[src/rtl/sfm_pkg.sv]
package sfm_pkg;

  typedef enum logic [2:0] {
    T_NONE,
    T_DIN,
    T_DOUT,
    T_ADDR,
    T_CTL
  } tgt_e;

  typedef enum logic [1:0] {
    K_S0,
    K_S1,
    K_SHORT
  } kind_e;

  typedef struct packed {
    tgt_e       tgt;
    kind_e      kind;
    logic [7:0] idx;
  } fault_t;

  localparam logic [7:0] CTL_ALWAYS_WR = 8'd0;
  localparam logic [7:0] CTL_NEVER_WR  = 8'd1;
  localparam logic [7:0] CTL_NEVER_RD  = 8'd2;

  // first code of the control group
  function automatic int ctl_base(input int dw, input int aw, input int nsa);
    return 1 + 4 * dw + 2 * nsa + 2 * (dw - 1) + (aw - 1);
  endfunction

  function automatic int sel_width(input int dw, input int aw, input int nsa);
    return $clog2(ctl_base(dw, aw, nsa) + 3);
  endfunction

  function automatic fault_t decode_fault(input int code, input int dw,
                                          input int aw, input int nsa);
    fault_t r;
    int b_din0, b_din1, b_out0, b_out1, b_adr0, b_adr1;
    int b_dsh, b_osh, b_ash, b_ctl;
    b_din0 = 1;
    b_din1 = b_din0 + dw;
    b_out0 = b_din1 + dw;
    b_out1 = b_out0 + dw;
    b_adr0 = b_out1 + dw;
    b_adr1 = b_adr0 + nsa;
    b_dsh  = b_adr1 + nsa;
    b_osh  = b_dsh + dw - 1;
    b_ash  = b_osh + dw - 1;
    b_ctl  = b_ash + aw - 1;
    r.tgt  = T_NONE;
    r.kind = K_S0;
    r.idx  = '0;
    if (code >= b_din0 && code < b_din1) begin
      r.tgt = T_DIN;  r.kind = K_S0;    r.idx = 8'(code - b_din0);
    end else if (code >= b_din1 && code < b_out0) begin
      r.tgt = T_DIN;  r.kind = K_S1;    r.idx = 8'(code - b_din1);
    end else if (code >= b_out0 && code < b_out1) begin
      r.tgt = T_DOUT; r.kind = K_S0;    r.idx = 8'(code - b_out0);
    end else if (code >= b_out1 && code < b_adr0) begin
      r.tgt = T_DOUT; r.kind = K_S1;    r.idx = 8'(code - b_out1);
    end else if (code >= b_adr0 && code < b_adr1) begin
      r.tgt = T_ADDR; r.kind = K_S0;    r.idx = 8'(code - b_adr0);
    end else if (code >= b_adr1 && code < b_dsh) begin
      r.tgt = T_ADDR; r.kind = K_S1;    r.idx = 8'(code - b_adr1);
    end else if (code >= b_dsh && code < b_osh) begin
      r.tgt = T_DIN;  r.kind = K_SHORT; r.idx = 8'(code - b_dsh);
    end else if (code >= b_osh && code < b_ash) begin
      r.tgt = T_DOUT; r.kind = K_SHORT; r.idx = 8'(code - b_osh);
    end else if (code >= b_ash && code < b_ctl) begin
      r.tgt = T_ADDR; r.kind = K_SHORT; r.idx = 8'(code - b_ash);
    end else if (code >= b_ctl && code < b_ctl + 3) begin
      r.tgt = T_CTL;  r.kind = K_S0;    r.idx = 8'(code - b_ctl);
    end
    return r;
  endfunction

endpackage

[src/rtl/sfm_path_fault.sv]
module sfm_path_fault #(
  parameter int W = 8
) (
  input  logic          en,
  input  sfm_pkg::kind_e kind,
  input  logic [7:0]    idx,
  input  logic [W-1:0]  d_i,
  output logic [W-1:0]  d_o
);
  import sfm_pkg::*;

  logic [W:0] in_ext;
  logic [W:0] out_ext;
  assign in_ext  = {1'b1, d_i};
  assign out_ext = {1'b0, d_o};

  always_comb begin
    d_o = d_i;
    if (en) begin
      for (int b = 0; b < W; b++) begin
        if (int'(idx) == b) begin
          case (kind)
            K_S0:    d_o[b] = 1'b0;
            K_S1:    d_o[b] = 1'b1;
            K_SHORT: begin
              if (b < W - 1) begin
                d_o[b]   = in_ext[b] & in_ext[b+1];
                d_o[b+1] = in_ext[b] & in_ext[b+1];
              end
            end
            default: ;
          endcase
        end
      end
    end
  end

  always_comb begin
    for (int b = 0; b < W; b++) begin
      if (en && int'(idx) == b) begin
        if (kind == K_S0) begin

          stuck_low_chk: assert (!d_o[b]);
        end else if (kind == K_S1) begin

          stuck_high_chk: assert (d_o[b]);
        end else if (kind == K_SHORT && b < W - 1) begin

          short_pair_chk: assert (out_ext[b] == out_ext[b+1] &&
                                  out_ext[b] == (in_ext[b] & in_ext[b+1]));
        end
      end
    end
  end

endmodule

[src/rtl/sfm_ctrl.sv]
module sfm_ctrl (
  input  logic       en,
  input  logic [7:0] idx,
  input  logic       we_n,
  input  logic       oe_n,
  output logic       wr_en,
  output logic       rd_en
);
  import sfm_pkg::*;

  always_comb begin
    wr_en = !we_n;
    rd_en = !oe_n && we_n;
    if (en) begin
      case (idx)
        CTL_ALWAYS_WR: wr_en = 1'b1;
        CTL_NEVER_WR:  wr_en = 1'b0;
        CTL_NEVER_RD:  rd_en = 1'b0;
        default: ;
      endcase
    end
  end

endmodule

[src/rtl/sfm_store.sv]
module sfm_store #(
  parameter int DATA_W = 8,
  parameter int ADDR_W = 4
) (
  input  logic              clk,
  input  logic              rst,
  input  logic              wr_en,
  input  logic              rd_en,
  input  logic [ADDR_W-1:0] addr,
  input  logic [DATA_W-1:0] wdata,
  output logic [DATA_W-1:0] rdata,
  output logic              rvalid
);
  localparam int DEPTH = 1 << ADDR_W;

  logic [DATA_W-1:0] mem [DEPTH];

  // one port, read-first: the read sees the word before this edge's write
  always_ff @(posedge clk) begin
    if (wr_en) mem[addr] <= wdata;
    if (rd_en) rdata <= mem[addr];
  end

  always_ff @(posedge clk) begin
    if (rst) rvalid <= 1'b0;
    else     rvalid <= rd_en;
  end


  write_lands_chk: assert property (@(posedge clk) disable iff (rst)
    wr_en |=> mem[$past(addr)] == $past(wdata));


  read_first_chk: assert property (@(posedge clk) disable iff (rst)
    (rd_en && wr_en) |=> rdata == $past(mem[addr]));

endmodule

[src/rtl/fault_sram.sv]
module fault_sram #(
  parameter int DATA_W          = 8,
  parameter int ADDR_W          = 4,
  parameter int STUCK_ADDR_BITS = 2,
  parameter int SEL_W = sfm_pkg::sel_width(DATA_W, ADDR_W, STUCK_ADDR_BITS)
) (
  input  logic              clk,
  input  logic              rst,
  input  logic              we_n,
  input  logic              oe_n,
  input  logic [ADDR_W-1:0] addr,
  input  logic [DATA_W-1:0] din,
  input  logic [SEL_W-1:0]  fault_sel,
  output logic [DATA_W-1:0] dout
);
  import sfm_pkg::*;

  localparam int CTL_BASE = ctl_base(DATA_W, ADDR_W, STUCK_ADDR_BITS);
  localparam logic [SEL_W-1:0] NO_READ_CODE = SEL_W'(CTL_BASE + 2);

  fault_t            flt;
  logic [DATA_W-1:0] din_eff;
  logic [ADDR_W-1:0] addr_eff;
  logic [DATA_W-1:0] rd_word;
  logic [DATA_W-1:0] dout_raw;
  logic              wr_en, rd_en, rvalid;

  always_comb flt = decode_fault(int'(fault_sel), DATA_W, ADDR_W, STUCK_ADDR_BITS);

  sfm_path_fault #(.W(DATA_W)) u_din_fault (
    .en(flt.tgt == T_DIN), .kind(flt.kind), .idx(flt.idx),
    .d_i(din), .d_o(din_eff)
  );

  sfm_path_fault #(.W(ADDR_W)) u_addr_fault (
    .en(flt.tgt == T_ADDR), .kind(flt.kind), .idx(flt.idx),
    .d_i(addr), .d_o(addr_eff)
  );

  sfm_ctrl u_ctrl (
    .en(flt.tgt == T_CTL), .idx(flt.idx),
    .we_n(we_n), .oe_n(oe_n),
    .wr_en(wr_en), .rd_en(rd_en)
  );

  sfm_store #(.DATA_W(DATA_W), .ADDR_W(ADDR_W)) u_store (
    .clk(clk), .rst(rst),
    .wr_en(wr_en), .rd_en(rd_en),
    .addr(addr_eff), .wdata(din_eff),
    .rdata(rd_word), .rvalid(rvalid)
  );

  assign dout_raw = rvalid ? rd_word : '0;

  sfm_path_fault #(.W(DATA_W)) u_dout_fault (
    .en(flt.tgt == T_DOUT), .kind(flt.kind), .idx(flt.idx),
    .d_i(dout_raw), .d_o(dout)
  );


  reset_idle_chk: assert property (@(posedge clk) disable iff (rst)
    ($fell(rst) && fault_sel == '0) |-> dout == '0);


  read_off_zero_chk: assert property (@(posedge clk) disable iff (rst)
    (fault_sel == '0 && (oe_n || !we_n)) ##1 (fault_sel == '0) |-> dout == '0);


  no_read_chk: assert property (@(posedge clk) disable iff (rst)
    (fault_sel == NO_READ_CODE) ##1 (fault_sel == NO_READ_CODE) |-> dout == '0);

endmodule

[config.mk]
export PLATFORM = sky130hd
export DESIGN_NAME = fault_sram
export DESIGN_NICKNAME = d
export VERILOG_FILES = /design/src/rtl/sfm_pkg.sv /design/src/rtl/sfm_path_fault.sv /design/src/rtl/sfm_ctrl.sv /design/src/rtl/sfm_store.sv /design/src/rtl/fault_sram.sv
export SDC_FILE = /design/constraint.sdc
export NUM_CORES = 1
export LEC_CHECK = 0
export BUFFER_PORTS_ARGS = -buffer_cell sky130_fd_sc_hd__buf_2
export CAP_MARGIN = 0
export CORE_MARGIN = 5
export CORE_UTILIZATION = 55
export CTS_CLUSTER_SIZE = 10
export DETAILED_ROUTE_END_ITERATION = 10
export HOLD_SLACK_MARGIN = 0.08
export PLACE_DENSITY = 0.72
export REMOVE_ABC_BUFFERS = 1
export SETUP_SLACK_MARGIN = 0.15
export SYNTH_ARGS = -nofsm -noshare
export SYNTH_HDL_FRONTEND = slang
export SYNTH_SLANG_ARGS = --single-unit
[constraint.sdc]
create_clock -name clk -period 5.9 [get_ports clk]
set_input_delay 0.295 -clock clk [delete_from_list [all_inputs] [get_ports clk]]
set_output_delay 0.295 -clock clk [all_outputs]
set_load 0.1 [all_outputs]
**Yosys cells after proc, flatten, opt, wreduce, memory -nomap -nowiden**

Memories as Yosys holds them, arrays and structs flattened. A register that Yosys moved wholly into a read port is not among the register bits.
Cells that the tools add are included.

- Add/subtract/negate cells: 10
- $mul: 0
- Divide/modulo/power cells: 0
- $lt $le $gt $ge: 20
- Equal/unequal tests: 15
- Shift operators: 0
- Muxes and demuxes: 85
- Bitwise operators: 17
- Reduce and logical (&&, ||, !) cells: 16

Operator list:

| kind | count |
|---|---|
| 13-bit two-way mux | 10 |
| 1-bit case mux with 3 select lines | 17 |
| 2-bit two-way mux | 25 |
| 6-bit < comparator (second input constant) | 7 |
| 6-bit by 6-bit subtractor with 7-bit output (second input constant) | 6 |
| 6-bit greater-or-equal comparator (second input constant) | 6 |
| 8-bit by 4-bit == test with 1-bit output (second input constant) | 4 |
| 1-bit two-way mux | 25 |
| 8-bit two-way mux | 3 |
| 1-bit AND | 17 |
| 8-bit by 2-bit == test with 1-bit output (second input constant) | 2 |
| 8-bit by 3-bit == test with 1-bit output (second input constant) | 2 |
| 8-bit zero test | 2 |
| 6-bit by 5-bit subtractor with 7-bit output (second input constant) | 2 |
| 6-bit by 5-bit greater-or-equal comparator with 1-bit output (second input constant) | 2 |
| 6-bit by 5-bit < comparator with 1-bit output (second input constant) | 2 |
| 1-bit logical AND | 11 |
| 8-bit by 1-bit == test with 1-bit output (second input constant) | 1 |
| 1-bit case mux with 2 select lines | 4 |
| 6-bit by 1-bit subtractor with 7-bit output (second input constant) | 1 |
| 6-bit by 4-bit subtractor with 7-bit output (second input constant) | 1 |
| 3-bit by 2-bit == test with 1-bit output (second input constant) | 2 |
| 6-bit by 1-bit greater-or-equal comparator with 1-bit output (second input constant) | 1 |
| 6-bit by 4-bit greater-or-equal comparator with 1-bit output (second input constant) | 1 |
| 8 further kinds | 9 |

- Bits in registers: 1
- Latch bits: 0
- Bits in writable memories: 128
- Bits in read-only memories: 0
- Bits of input ports: 22
- Output and inout port bits: 8
- Logic and storage cells: 165
- Memories: 1

Memories:

| name | words | width | read ports | clocked after Yosys merged registers in | wr ports | RTL line | RTL |
|---|---|---|---|---|---|---|---|
| u_store.mem | 16 | 8 | 1 | 1 | 1 | sfm_store.sv:16 | `logic [DATA_W-1:0] mem [DEPTH];` |

**Logic depth before layout (Yosys ltp)**

- Word-level depth: 31
- Depth in mapped cells: 18
- Mapped depth without buffers: 13

**Hierarchy**

A second synthesis with hierarchy kept.

- Cell total of the unflattened synthesis: 570
- Area, all modules: 7420.9 µm²

Modules (own cells, without submodules):

| module | instances | cells an instance | area an instance (µm²) | seq. area each (µm²) |
|---|---|---|---|---|
| sfm_store | 1 | 232 | 5173.7 | 4103.9 |
| fault_sram | 1 | 167 | 1157.4 | 0.0 |
| sfm_path_fault at u_din_fault | 1 | 64 | 391.6 | 0.0 |
| sfm_path_fault at u_dout_fault | 1 | 63 | 379.1 | 0.0 |
| sfm_path_fault at u_addr_fault | 1 | 37 | 264.0 | 0.0 |
| sfm_ctrl | 1 | 7 | 55.1 | 0.0 |

**Worst setup path before layout**

No wires, ideal clock.

- Path kind: input -> output
- Start point: input port fault_sel[2]
- End point: output port dout[5]
- Arrival: 4.997 ns
- Data required time: 5.605 ns
- Slack: 0.608 ns
- Stages: 14
- Buffers on the path: 2
- Path through: buf_2 -> inv_1 -> ha_1 -> a211oi_4 -> a211oi_2 -> o311ai_0 -> a221oi_2 -> nor4_4 -> nor2_1 -> nand3_1 -> or2_2 -> clkbuf_1 -> a21oi_1 -> o21ai_0

- Longest elaborated chain between the ends: 17
- Elaborated cells on any way between the ends: 61
- Classes of those cells: add/sub: 10; order compare: 20; eq/ne: 5; mux: 15; reduce/logical: 11

RTL lines:

| element | RTL line | RTL |
|---|---|---|
| from (decl) | fault_sram.sv:13 | `input logic [SEL_W-1:0] fault_sel,` |
| 6-bit greater-or-equal comparator, or another cell as far along | sfm_pkg.sv:72 | `end else if (code >= b_ctl && code < b_ctl + 3) begin` |
| 1-bit logical AND, on equally long branches | sfm_pkg.sv:72, sfm_pkg.sv:70 |  |
| 13-bit two-way mux, on equally long branches | sfm_pkg.sv:72, sfm_pkg.sv:70 |  |
| 13-bit two-way mux, on equally long branches | sfm_pkg.sv:70, sfm_pkg.sv:68 |  |
| 13-bit two-way mux, on equally long branches | sfm_pkg.sv:68, sfm_pkg.sv:66 |  |
| 13-bit two-way mux, on equally long branches | sfm_pkg.sv:66, sfm_pkg.sv:64 |  |
| 13-bit two-way mux, on equally long branches | sfm_pkg.sv:64, sfm_pkg.sv:62 |  |
| 13-bit two-way mux, on equally long branches | sfm_pkg.sv:62, sfm_pkg.sv:60 |  |
| 13-bit two-way mux, on equally long branches | sfm_pkg.sv:60, sfm_pkg.sv:58 |  |
| 13-bit two-way mux, on equally long branches | sfm_pkg.sv:58, sfm_pkg.sv:56 |  |
| 13-bit two-way mux, on equally long branches | sfm_pkg.sv:56, sfm_pkg.sv:54 |  |
| 13-bit two-way mux (*) | sfm_pkg.sv:54 | `if (code >= b_din0 && code < b_din1) begin` |
| 8-bit by 4-bit == test with 1-bit output / 1-bit two-way mux (equally long branches) | sfm_path_fault.sv:21, sfm_path_fault.sv:22 |  |
| 2-bit two-way mux | sfm_path_fault.sv:21 | `if (int'(idx) == b) begin` |
| 1-bit case mux with 3 select lines | sfm_path_fault.sv:22 | `case (kind)` |
| 2-bit two-way mux | sfm_path_fault.sv:21 |  |
| 8-bit two-way mux (*) | sfm_path_fault.sv:19 | `if (en) begin` |
| to (decl) | fault_sram.sv:14 | `output logic [DATA_W-1:0] dout` |

Mark *: on every way between the ends. The rest lies on a longest branch, timed or not.

**Worst setup path in the final report**

- Start point: input port fault_sel[2]
- End point: memory u_store.mem[8][0], enable pin

- Longest elaborated chain between the ends: 17
- Elaborated cells on any way between the ends: 77
- Classes of those cells: add/sub: 10; order compare: 20; eq/ne: 8; mux: 26; reduce/logical: 13

RTL lines:

| element | RTL line |
|---|---|
| 6-bit greater-or-equal comparator, or another cell as far along | sfm_pkg.sv:72 |
| 1-bit logical AND, on equally long branches | sfm_pkg.sv:72, sfm_pkg.sv:70 |
| 13-bit two-way mux, on equally long branches | sfm_pkg.sv:72, sfm_pkg.sv:70 |
| 13-bit two-way mux, on equally long branches | sfm_pkg.sv:70, sfm_pkg.sv:68 |
| 13-bit two-way mux, on equally long branches | sfm_pkg.sv:68, sfm_pkg.sv:66 |
| 13-bit two-way mux, on equally long branches | sfm_pkg.sv:66, sfm_pkg.sv:64 |
| 13-bit two-way mux, on equally long branches | sfm_pkg.sv:64, sfm_pkg.sv:62 |
| 13-bit two-way mux, on equally long branches | sfm_pkg.sv:62, sfm_pkg.sv:60 |
| 13-bit two-way mux, on equally long branches | sfm_pkg.sv:60, sfm_pkg.sv:58 |
| 13-bit two-way mux, on equally long branches | sfm_pkg.sv:58, sfm_pkg.sv:56 |
| 13-bit two-way mux, on equally long branches | sfm_pkg.sv:56, sfm_pkg.sv:54 |
| 13-bit two-way mux (*) | sfm_pkg.sv:54 |
| 8-bit by 2-bit == test with 1-bit output, or another cell as far along | sfm_path_fault.sv:21 |
| 2-bit two-way mux / 1-bit case mux with 2 select lines (equally long branches) | sfm_path_fault.sv:21, sfm_ctrl.sv:15 |
| 1-bit case mux with 3 select lines, or another cell as far along | sfm_path_fault.sv:22 |
| 2-bit two-way mux, or another cell as far along | sfm_path_fault.sv:21 |
| 4-bit two-way mux / 1-bit two-way mux (equally long branches) | sfm_path_fault.sv:19, sfm_store.sv:20 |
| to (decl) | sfm_store.sv:16 |

Marks and branches as above.

==> run_results.csv <==
group,metric,value,unit
timing,fmax,0.2000,GHz
final_layout,n_antenna_cell,0,
place,place_ws,622.8,ps
clocking,cts_buffers,17,
final_layout,n_fill_cell,1094,
detailed_routing,m1WireLength,8657,um
worst_hold_path,min_path_type,"input pin to register",
final_layout,drive_gt1_share,16.53,%
detailed_routing,drt_pass1_iterations,10,
clocking,clk_pin_slew,60,ps
grt,grt_max_degree,33,
grt,antenna_found_initial,0,
clocking,cts_root_buffer,"clkbuf_16",
detailed_routing,ant_nets,0,
timing,setup_viol,0,
clocking,cts_tree,"yes",
detailed_routing,drt-vias-per-instance,6.728,
detailed_routing,drtIter0Drc,1069,
critical_path,max_stage_delay,660,ps
die,dieWidth,127.9,um
detailed_routing,vias,6055,
critical_path,endpoint_kind,"register",
clocking,post_cts_resized,0,
critical_path,critPathMaxFanout,16,
die,die_area,16360,sq um
timing,drv_slew,0,
final_layout,final_cells,900,
synth,synth_ff_type,"edfxtp_1",
detailed_routing,met3_length,2233,um
timing,layout_setup_ws,898.9,ps
die,die_h,127.9,um
pwr,p_total,2.530,mW
die,start_util,55.53,%
detailed_routing,dr.max_layer_used,"met4",
place,placed_cells,867,
clocking,htreeDepth,4,
pwr,p_per_area,292.0,nW/um^2
critical_path,arrival,5040,ps
detailed_routing,wire_per_inst,22.37,um
critical_path,crit_slowest_cell,"nor2_1",
critical_path,start_kind,"input pin",
pwr,worst_ir_drop_vdd,0.2797,mV
timing,whs,369.2,ps
timing,slew_headroom,36.53,%
synth,yosys_warnings,0,
clocking,clk_path_buf_depth,2,
final_layout,syn_to_final_growth,13.28,%
critical_path,path_cells,"buf_2 > inv_1 > ha_1 > a21bo_2 > nor3_2 > o221ai_1 > and3_1 > nor4_4 > nand4_1 > nor2_1 > inv_1 > o22ai_1 > nand3_1 > nor2_1",
die,coreArea,13770,sq um
synth,netlist_area,7649,sq um
timing,period_share,84.76,%
place,dp_hpwl,13980,um
synth,synthArstFlopShare,0,%
place,routabilityCongestion,0.9652,
timing,hold_violations,0,
synth,synth_edf_count,136,
flow_run,drv_cap,0,
place,portBuffers,29,
clocking,cts_setup_buffers,0,
final_layout,fin_util,62.91,%
timing,clock_skew,10.06,ps
grt,grt_use_total,24.88,%
timing,rsz0062_at_grt,"no",
detailed_routing,drc_errors,0,
synth,synth_cell_types,80,
synth,ys_seq_area_share,53.66,%
synth,syn_inst,663,
grt,grt_pass1_vias,5614,
grt,grt_overflow,0,
grt,grt_pass1_wl,31300,um
synth,ys_ff_latch,137,
critical_path,path_class,"input pin to register",
critical_path,cp_num_buf_inv,3,
timing,post-route-min-period,5001,ps
outcome,outcome,"complete, no violations",
critical_path,crit_family,"simple AND/OR/NAND/NOR gates",
pwr,p_leak,3.098,nW
synth,avgSynthCellArea,11.54,sq um
clocking,clkSinkCount,137,
detailed_routing,met2WireLength,8810,um
timing,tightest_slew,951.9,ps
clocking,clkLatencyLatePin,420,ps
detailed_routing,wl,20130,um
die,ios,30,
final_layout,final_net_count,743,
die,num_rows,43,
critical_path,critPathRequiredTime,5940,ps
[tightest hold or removal path, delay by kind of cell]
family	cells	cell delay, ps
AO/OA/AOI/OAI	1	40
buffers and inverters	2	270
[cell type report]
class	count	area, sq um	share of cell area [%]
Multi-Input combinational cell	470	3288	37.95
Timing Repair Buffer	62	407.9	4.708
Tap cell	180	225.2	2.599
Clock buffer	18	429.2	4.953
Inverter	19	71.32	0.8231
Sequential cell	137	4104	47.36
Clock inverter	14	138.9	1.603
[power by group]
| part | internal, mW | switching, mW | total (mW) | leakage (nW) |
|---|---|---|---|---|
| combinational | 0.127 | 0.270 | 0.397 | 1.59 |
| sequential | 1.12 | 0.0127 | 1.13 | 1.23 |
| clock | 0.589 | 0.415 | 1.00 | 0.270 |
[repair_timing]
action	in CTS	in global routing
hold endpoints to repair	1	0
setup endpoints to repair	0	0
hold buffers	1	0
[state kept, by name, summed over array words and instances, names as in the netlist]
register and count:
u_store.rdata 8, u_store.rvalid 1, u_store.mem 128
[layout by cell type, fill, tap and decap left out, types with 4 or more instances in the layout]
cell type	count
clkbuf_16	17
nor3_1	15
nor2b_1	6
mux2_2	5
and2_1	5
o31a_1	4
nand4_1	8
nand2_1	50
a211o_1	5
o21ai_1	4
inv_6	5
buf_4	31
nor4_1	7
or3_1	5
inv_1	19
o21ai_0	26
o211ai_1	6
ha_1	14
a21oi_1	26
a21boi_0	5
nand3_1	17
o31ai_1	7
xnor2_1	4
a221oi_1	5
a211oi_1	11
o2111ai_1	5
nor2_1	53
buf_2	29
o21a_1	5
a311oi_1	4
a21o_1	7
and3_1	6
a31oi_1	15
edfxtp_1	136
o22ai_1	16
mux2i_1	62
[metrics by stage]
step	instance area [sq um]	setup TNS (ps)
finish	8665	0
global route	8665	0
CTS	8665	0
detailed placement	8087	0
global placement	8087	0
floorplan	7452	-8840
[metal layers]
layer | vias to the layer above | track usage (%)
met5 | - | 0
met3 | 51 | 6.375
li1 | 2708 | -
met2 | 378 | 36.72
met4 | 0 | 7.054
met1 | 2918 | 36.57
[worst paths after layout]
check,startpoint,cells past startpoint,end,slack (ps)
worst min register to register,u_store.mem[7][0],3,u_store.rdata[0],670
worst max register to register,u_store.mem[2][3],4,u_store.rdata[3],4440
worst min-delay path,oe_n,3,u_store.rdata[7],370
worst max-delay path,fault_sel[2],14,u_store.mem[8][0],900
[cell families after synthesis]
| kind of cell | count (synthesis) | share of synthesized area, % |
|---|---|---|
| simple gates | 191 | 12.65 |
| flops | 137 | 53.66 |
| fa+ha+maj | 15 | 2.421 |
| mux | 67 | 8.850 |
| buf+inv | 56 | 3.501 |
| compound gates | 193 | 18.47 |
| xor+xnor | 4 | 0.4580 |
[Yosys cell counts (5+ instances only)]
| cell | n | area (sq um) |
|---|---|---|
| a211oi_1 | 11 | 82.58 |
| a21boi_0 | 5 | 37.54 |
| o22ai_1 | 16 | 100.1 |
| edfxtp_1 | 136 | 4084 |
| buf_2 | 16 | 80.08 |
| nor2_1 | 53 | 198.9 |
| o31ai_1 | 7 | 52.55 |
| a21o_1 | 7 | 52.55 |
| inv_1 | 19 | 71.32 |
| nand3_1 | 17 | 85.08 |
| a21oi_1 | 26 | 130.1 |
| o21ai_0 | 29 | 145.1 |
| and3_1 | 6 | 37.54 |
| buf_4 | 6 | 45.04 |
| a211o_1 | 5 | 43.79 |
| nor2b_1 | 6 | 37.54 |
| clkbuf_1 | 11 | 41.29 |
| mux2i_1 | 62 | 620.6 |
| o211ai_1 | 6 | 45.04 |
| o2111ai_1 | 5 | 43.79 |
| nor4_1 | 7 | 43.79 |
| nand4_1 | 8 | 50.05 |
| and2_1 | 5 | 31.28 |
| ha_1 | 14 | 175.2 |
| o21a_1 | 5 | 37.54 |
| a221oi_1 | 5 | 43.79 |
| mux2_2 | 5 | 56.30 |
| or3_1 | 5 | 31.28 |
| a31oi_1 | 15 | 93.84 |
| nand2_1 | 50 | 187.7 |
| nor3_1 | 15 | 75.07 |
(Power assumes the default switching activity.)
